File: config.mk
export PLATFORM = sky130hd
export DESIGN_NAME = alu32_core
export DESIGN_NICKNAME = d
export VERILOG_FILES = /design/src/rtl/alu32_pkg.sv /design/src/rtl/alu32_logic_unit.sv /design/src/rtl/alu32_add_unit.sv /design/src/rtl/alu32_zero_detect.sv /design/src/rtl/alu32_core.sv
export SDC_FILE = /design/constraint.sdc
export NUM_CORES = 1
export LEC_CHECK = 0
export ABC_AREA = 1
export BUFFER_PORTS_ARGS = -buffer_cell sky130_fd_sc_hd__buf_4
export CAP_MARGIN = 0
export CORE_MARGIN = 2
export CORE_UTILIZATION = 61
export DETAILED_ROUTE_END_ITERATION = 7
export PLACE_DENSITY_LB_ADDON = 0.05
export SYNTH_ARGS = -nofsm -noshare
export SYNTH_HDL_FRONTEND = slang
export SYNTH_SLANG_ARGS = --single-unit
File: constraint.sdc
create_clock -name vclk -period 15.1
set_input_delay 4.53 -clock vclk [all_inputs]
set_output_delay 4.53 -clock vclk [all_outputs]
set_load 0.1 [all_outputs]
File: src/rtl/alu32_pkg.sv
package alu32_pkg;
    localparam int OP_W = 4;

    typedef enum logic [OP_W-1:0] {
        OP_AND  = 4'b0000,
        OP_OR   = 4'b0001,
        OP_ADD  = 4'b0010,
        OP_SUB  = 4'b0110,
        OP_SLT  = 4'b0111,
        OP_NOR  = 4'b1100
    } alu_op_e;

    function automatic logic op_is_defined(input logic [OP_W-1:0] code);
        return (code == OP_AND) || (code == OP_OR)  || (code == OP_ADD) ||
               (code == OP_SUB) || (code == OP_SLT) || (code == OP_NOR);
    endfunction
endpackage

File: src/rtl/alu32_logic_unit.sv
module alu32_logic_unit #(
    parameter int WIDTH = 32
) (
    input  logic [WIDTH-1:0] a_in,
    input  logic [WIDTH-1:0] b_in,
    output logic [WIDTH-1:0] and_out,
    output logic [WIDTH-1:0] or_out,
    output logic [WIDTH-1:0] nor_out
);
    always_comb begin
        and_out = a_in & b_in;
        or_out  = a_in | b_in;
        nor_out = ~or_out;
    end
endmodule

File: src/rtl/alu32_add_unit.sv
module alu32_add_unit #(
    parameter int WIDTH = 32
) (
    input  logic [WIDTH-1:0] a_in,
    input  logic [WIDTH-1:0] b_in,
    input  logic             do_sub,
    output logic [WIDTH-1:0] sum_out,
    output logic             less_out
);
    localparam int MSB = WIDTH - 1;

    logic [WIDTH-1:0] b_eff;
    logic             ovf;

    always_comb begin
        b_eff    = do_sub ? ~b_in : b_in;
        sum_out  = a_in + b_eff + {{(WIDTH-1){1'b0}}, do_sub};
        // signed overflow of the difference: operand signs differ and
        // the difference sign differs from A
        ovf      = (a_in[MSB] != b_in[MSB]) && (sum_out[MSB] != a_in[MSB]);
        less_out = sum_out[MSB] ^ ovf;
    end
endmodule

File: src/rtl/alu32_zero_detect.sv
module alu32_zero_detect #(
    parameter int WIDTH = 32
) (
    input  logic [WIDTH-1:0] value_in,
    output logic             is_zero
);
    always_comb begin
        is_zero = ~|value_in;
    end
endmodule

File: src/rtl/alu32_core.sv
module alu32_core #(
    parameter int WIDTH = 32
) (
    input  logic [WIDTH-1:0]              opnd_a,
    input  logic [WIDTH-1:0]              opnd_b,
    input  logic [alu32_pkg::OP_W-1:0]    op_sel,
    output logic [WIDTH-1:0]              result,
    output logic                          zero
);
    import alu32_pkg::*;

    logic [WIDTH-1:0] and_v;
    logic [WIDTH-1:0] or_v;
    logic [WIDTH-1:0] nor_v;
    logic [WIDTH-1:0] arith_v;
    logic             less_v;
    logic             sub_mode;

    // subtraction path also feeds the signed compare
    always_comb begin
        sub_mode = (op_sel == OP_SUB) || (op_sel == OP_SLT);
    end

    alu32_logic_unit #(.WIDTH(WIDTH)) u_logic (
        .a_in    (opnd_a),
        .b_in    (opnd_b),
        .and_out (and_v),
        .or_out  (or_v),
        .nor_out (nor_v)
    );

    alu32_add_unit #(.WIDTH(WIDTH)) u_add (
        .a_in     (opnd_a),
        .b_in     (opnd_b),
        .do_sub   (sub_mode),
        .sum_out  (arith_v),
        .less_out (less_v)
    );

    always_comb begin
        case (op_sel)
            OP_AND:  result = and_v;
            OP_OR:   result = or_v;
            OP_ADD:  result = arith_v;
            OP_SUB:  result = arith_v;
            OP_SLT:  result = {{(WIDTH-1){1'b0}}, less_v};
            OP_NOR:  result = nor_v;
            default: result = '0;
        endcase
    end

    alu32_zero_detect #(.WIDTH(WIDTH)) u_zero (
        .value_in (result),
        .is_zero  (zero)
    );
endmodule

## Word-level counts from Yosys, hierarchy flattened

Index checks and enable logic that the tools add are counted.

| storage, ports and cells | value |
|---|---|
| memory bits (writable) | 0 |
| output and inout port bits | 33 |
| memories kept | 0 |
| memory bits (read-only) | 0 |
| register bits after elaboration | 0 |
| bits in latches | 0 |

| operators by class | value |
|---|---|
| add/sub/neg operators | 2 |
| reductions and logical operators | 6 |
| multiply operators | 0 |
| divide/modulo/power cells | 0 |
| bitwise operators | 5 |
| eq/ne operators | 7 |
| multiplexer cells | 2 |
| magnitude comparators | 0 |
| shift-type cells | 0 |

Operators by type and width:

| kind | number |
|---|---|
| case mux 32 bit (5 select lines) | 1 |
| NOT 32 bit | 2 |
| adder 32 x 1 -> 32 bit | 1 |
| adder 32 bit | 1 |
| AND 32 bit | 1 |
| 2-to-1 mux 32 bit | 1 |
| OR 32 bit | 1 |
| OR reduction 32 bit | 1 |
| equality test 4 x 3 -> 1 bit (second input constant) | 2 |
| equality test 4 x 1 -> 1 bit (second input constant) | 1 |
| equality test 4 x 2 -> 1 bit (second input constant) | 1 |
| equality test 4 bit (second input constant) | 1 |
| logical NOT 4 bit | 1 |
| inequality test 1 bit | 2 |
| OR reduction 2 bit | 1 |
| logical AND 1 bit | 1 |
| logical NOT 1 bit | 1 |
| logical OR 1 bit | 1 |
| XOR 1 bit | 1 |

## Logic depth before layout (Yosys ltp)

| depth | value |
|---|---|
| depth after elaboration | 11 |
| depth in mapped cells | 23 |
| depth with buffers taken out | 22 |

## Cells and area by module

A second synthesis with hierarchy kept.

| second synthesis, totals | value |
|---|---|
| cells, all modules | 820 |
| area, all modules | 4204.0 µm² |

By module, submodules not included:

| module | area an instance (µm²) | times used | cells each |
|---|---|---|---|
| alu32_add_unit | 2280.9 | 1 | 394 |
| alu32_core | 1086.0 | 1 | 203 |
| alu32_logic_unit | 720.7 | 1 | 192 |
| alu32_zero_detect | 116.4 | 1 | 31 |

## Worst setup path before layout

OpenSTA, ideal clock, no wires.

| timing path | value |
|---|---|
| kind | input port to output port |
| from | input port op_sel[3] (netlist name) |
| to | output port zero |
| arrival time | 9.314 ns |
| stages on the path | 20 |
| setup slack | 1.256 ns |
| required time | 10.570 ns |
| buffers on the path | 1 |
| cells stage by stage | inv_2 nand3_2 buf_1 xor2_1 inv_1 fa_1 inv_1 nand2_1 o21ai_2 nand2_1 nand2_1 nand2_1 nand2_1 nor2_1 o21ai_0 nor2_1 nand4_1 nor2_1 nand3_1 nor2_1 |

RTL lines:

| item | line | RTL |
|---|---|---|
| from (decl) | alu32_core.sv:6 | `input logic [alu32_pkg::OP_W-1:0] op_sel,` |
| equality test 4 x 3 -> 1 bit | alu32_core.sv:21, alu32_core.sv:41 |  |
| logical OR 1 bit | alu32_core.sv:21 | `sub_mode = (op_sel == OP_SUB) \|\| (op_sel == OP_SLT);` |
| 2-to-1 mux 32 bit | alu32_add_unit.sv:16 | `b_eff = do_sub ? ~b_in : b_in;` |
| adder 32 bit | alu32_add_unit.sv:17 | `sum_out = a_in + b_eff + {{(WIDTH-1){1'b0}}, do_sub};` |
| adder 32 x 1 -> 32 bit | alu32_add_unit.sv:17 |  |
| case mux 32 bit (5 select lines) * | alu32_core.sv:41 | `case (op_sel)` |
| via result[12] | alu32_core.sv:7 | `output logic [WIDTH-1:0] result,` |
| OR reduction 32 bit * | alu32_zero_detect.sv:8 | `is_zero = ~\|value_in;` |
| logical NOT 1 bit * | alu32_zero_detect.sv:8 |  |
| to (decl) | alu32_core.sv:8 | `output logic zero` |

The timed path passes the listed nets; every way through them passes the cells marked *.

## Worst setup path in the final report

| timing path | value |
|---|---|
| from | input port op_sel[3] (netlist name) |
| to | output port zero |

| on the way | value |
|---|---|
| longest elaborated chain between the ends | 11 |

Ends and longest elaborated chain:

| item | line | RTL |
|---|---|---|
| equality test 4 x 3 -> 1 bit | alu32_core.sv:21, alu32_core.sv:41 |  |
| logical OR 1 bit | alu32_core.sv:21 |  |
| 2-to-1 mux 32 bit | alu32_add_unit.sv:16 |  |
| adder 32 bit | alu32_add_unit.sv:17 |  |
| adder 32 x 1 -> 32 bit | alu32_add_unit.sv:17 |  |
| inequality test 1 bit | alu32_add_unit.sv:20 | `ovf = (a_in[MSB] != b_in[MSB]) && (sum_out[MSB] != a_in[MSB]);` |
| logical AND 1 bit | alu32_add_unit.sv:20 |  |
| XOR 1 bit | alu32_add_unit.sv:21 | `less_out = sum_out[MSB] ^ ovf;` |
| case mux 32 bit (5 select lines) * | alu32_core.sv:41 |  |
| OR reduction 32 bit * | alu32_zero_detect.sv:8 |  |
| logical NOT 1 bit * | alu32_zero_detect.sv:8 |  |

Every way passes the cells marked *; elsewhere a longest branch is shown, timed or not.

==> out/results.tsv <==
metric	value	unit
Psw	0.000170	W
CP Max Fanout	32	
Initial Util	62.9	%
worst setup path class	in2out	
Post-DP HPWL	11000	um
Max VDD drop	0.0000418	V
Netlist Area Pre-Place	0.00372	mm^2
Chip Height	82.1	um
Syn Nets	820	
total vias in the final route	5311	
hold crit path type	in2out	
register area	0	um^2
startpoint types	input port	
postcts setup bufs	0	
Final Hold Violating Endpoints	0	
Gate power share	100.0	%
Max Cap Violations	0	
WP data arrival	8.29	ns
vias in the first global route	4881	
final period utilization	84.9	%
area grow syn2layout	22.1	%
setup TNS	0	ns
seq_cells	0	
sequential share of the synthesized area	0	%
PortBufs	101	
Synth cell types	38	
GRT Residual Overflow	0	
drt first pass iters	5	
largest net degree at the start of global routing	33	
Slew @ Worst Pin	0.598	ns
first-pass GRT wire length	21100	um
P_int	0.0000721	W
die area	0.00675	mm^2
Ports	101	
Synth Area per Inst	5.21	um^2
pwr/cell area	53.3	mW/mm^2
fillers	515	
dpl cell area	0.00455	mm^2
Slowest-stage cell, CP	nor4_1	
WL per Instance	15.4	um
clock buffer count	0	
antenna violations before repair	0	
final setup fails	0	
largest stage delay on the critical path	0.49	ns
unrepaired setup endpoints after global routing	false	
antenna diode count	0	
post_cts resized	0	
max-slew violation count	0	
clock power share	0	%
outcome	finished, final reports clean	
vias per cell	6.02	
DRC	0	
Flop pwr share	0	%
Design Area, Final	0.00455	mm^2
layout cells sized above 1	14.5	%
Post-Synthesis Cells	715	
Peak Freq	78.0	MHz
row cnt	28	
Final Critical Period	12.82	ns
GRT Util Overall	39.2	%
GPL Wtd Cong	1.03	
Slew HR	60.1	%
leakage	2.47	nW
post-cts hold buffer count	0	
Syn. warnings	0	
CP required	10.57	ns
Net Sw Frac	70.2	%
final net count	914	
final wirelength	13600	um
critical path, cell by cell	buf_4 > inv_2 > nand3_2 > buf_4 > xor2_1 > inv_1 > fa_1 > inv_1 > nand2_1 > o21ai_2 > nand2_1 > nand2_1 > a21oi_1 > o21ai_0 > nand4_1 > nor4_1 > nand3_1 > nor2_1 > buf_4	
core area	0.00592	mm^2
DRT antenna net count	0	
die width	82.1	um
crit end category	output port	
initial DRC count	533	
## routing by layer
layer / global-route usage, % / up-vias / routed length, um
met5: 0 / - / 0
met4: 15.0 / 0 / 494
met3: 4.78 / 54 / 1220
met2: 68.1 / 302 / 6220
met1: 49.3 / 2364 / 5640
li1: - / 2591 / -
## power groups by stage
stage               Sequential [W]  Combinational (W)  Clock [W]
floorplan                        0           0.000171          0
global placement                 0           0.000229          0
detailed placement               0           0.000235          0
CTS                              0           0.000236          0
global route                     0           0.000262          0
finish                           0           0.000242          0
## critical path, delay by kind of cell
family                     cells  cell delay [ns]
and+or+nand+nor                8             1.50
xor gates and xnor gates       1             0.25
adders and majority gates      1             0.39
buffers and inverters          6             1.17
AOI/OAI and AO/OA              3             0.42
## cell usage in the layout (no fill, tap or decap)
cell type  synthesis  final
nand2_1          178    178
inv_1            106    106
buf_4              0    103
nor2_1            79     79
nand3_1           71     71
a21oi_1           53     53
o21ai_0           42     42
ha_1              36     36
nor3_1            22     22
xor2_1            21     21
nand4_1           20     20
xnor2_1           11     11
o311a_1           10     10
o21bai_1           7      7
a311oi_1           7      7
nand3b_1           4      4
inv_2              3      3
nand3_2            3      3
nor4_1             3      3
or2_2              3      3
o2111ai_1          3      3
o21ai_1            3      3
nand2_2            2      2
a221oi_1           2      2
o21ai_2            2      2
a21boi_0           2      2
or2_1              2      2
o21a_1             1      1
nor3_2             1      1
nor3b_1            1      1
a21o_1             1      1
o311ai_0           1      1
o31ai_1            1      1
and2_1             1      1
or2_0              1      1
fa_1               1      1
## worst paths after layout
path / from / end / slack (ns) / depth (start not counted)
hold / removal: opnd_a[18] / result[18] / 9.61 / 4
setup / recovery: op_sel[3] / zero / 2.28 / 19
## layout make-up
| cell class | instances | area [um^2] | area share [%] |
|---|---|---|---|
| multi-input cells | 595 | 3270 | 71.9 |
| repair buffers | 103 | 773 | 17.0 |
| inverters | 109 | 409 | 9.00 |
| well taps | 75 | 93.8 | 2.06 |
## cell usage after synthesis, types with 5 or more instances
cell / count / area, um^2
nor2_1: 79 / 297
o311a_1: 10 / 100
inv_1: 106 / 398
o21ai_0: 42 / 210
nand3_1: 71 / 355
nand4_1: 20 / 125
nand2_1: 178 / 668
xor2_1: 21 / 184
nor3_1: 22 / 110
o21bai_1: 7 / 52.6
ha_1: 36 / 450
a311oi_1: 7 / 61.3
clkbuf_1: 5 / 18.8
a21oi_1: 53 / 265
xnor2_1: 11 / 96.3
## logic make-up after synthesis
logic type,Yosys count,synth area share [%]
and+or+nand+nor,391,45.9
AOI/OAI and AO/OA,135,21.8
buffers and inverters,120,12.2
adders and majority gates,37,12.6
xor gates and xnor gates,32,7.52
## stage by stage
stage	utilization, %	hold slack, ns	total power (W)	setup slack (ns)	cells
global route	76.8	9.62	0.000262	2.04	882
detailed placement	76.8	9.61	0.000235	2.42	882
CTS	76.8	9.61	0.000236	2.41	882
floorplan	-	9.68	0.000171	1.26	715
finish	76.8	9.61	0.000242	2.28	882
global placement	76.8	9.60	0.000229	2.55	882
Power figures use the tool's default switching activity.
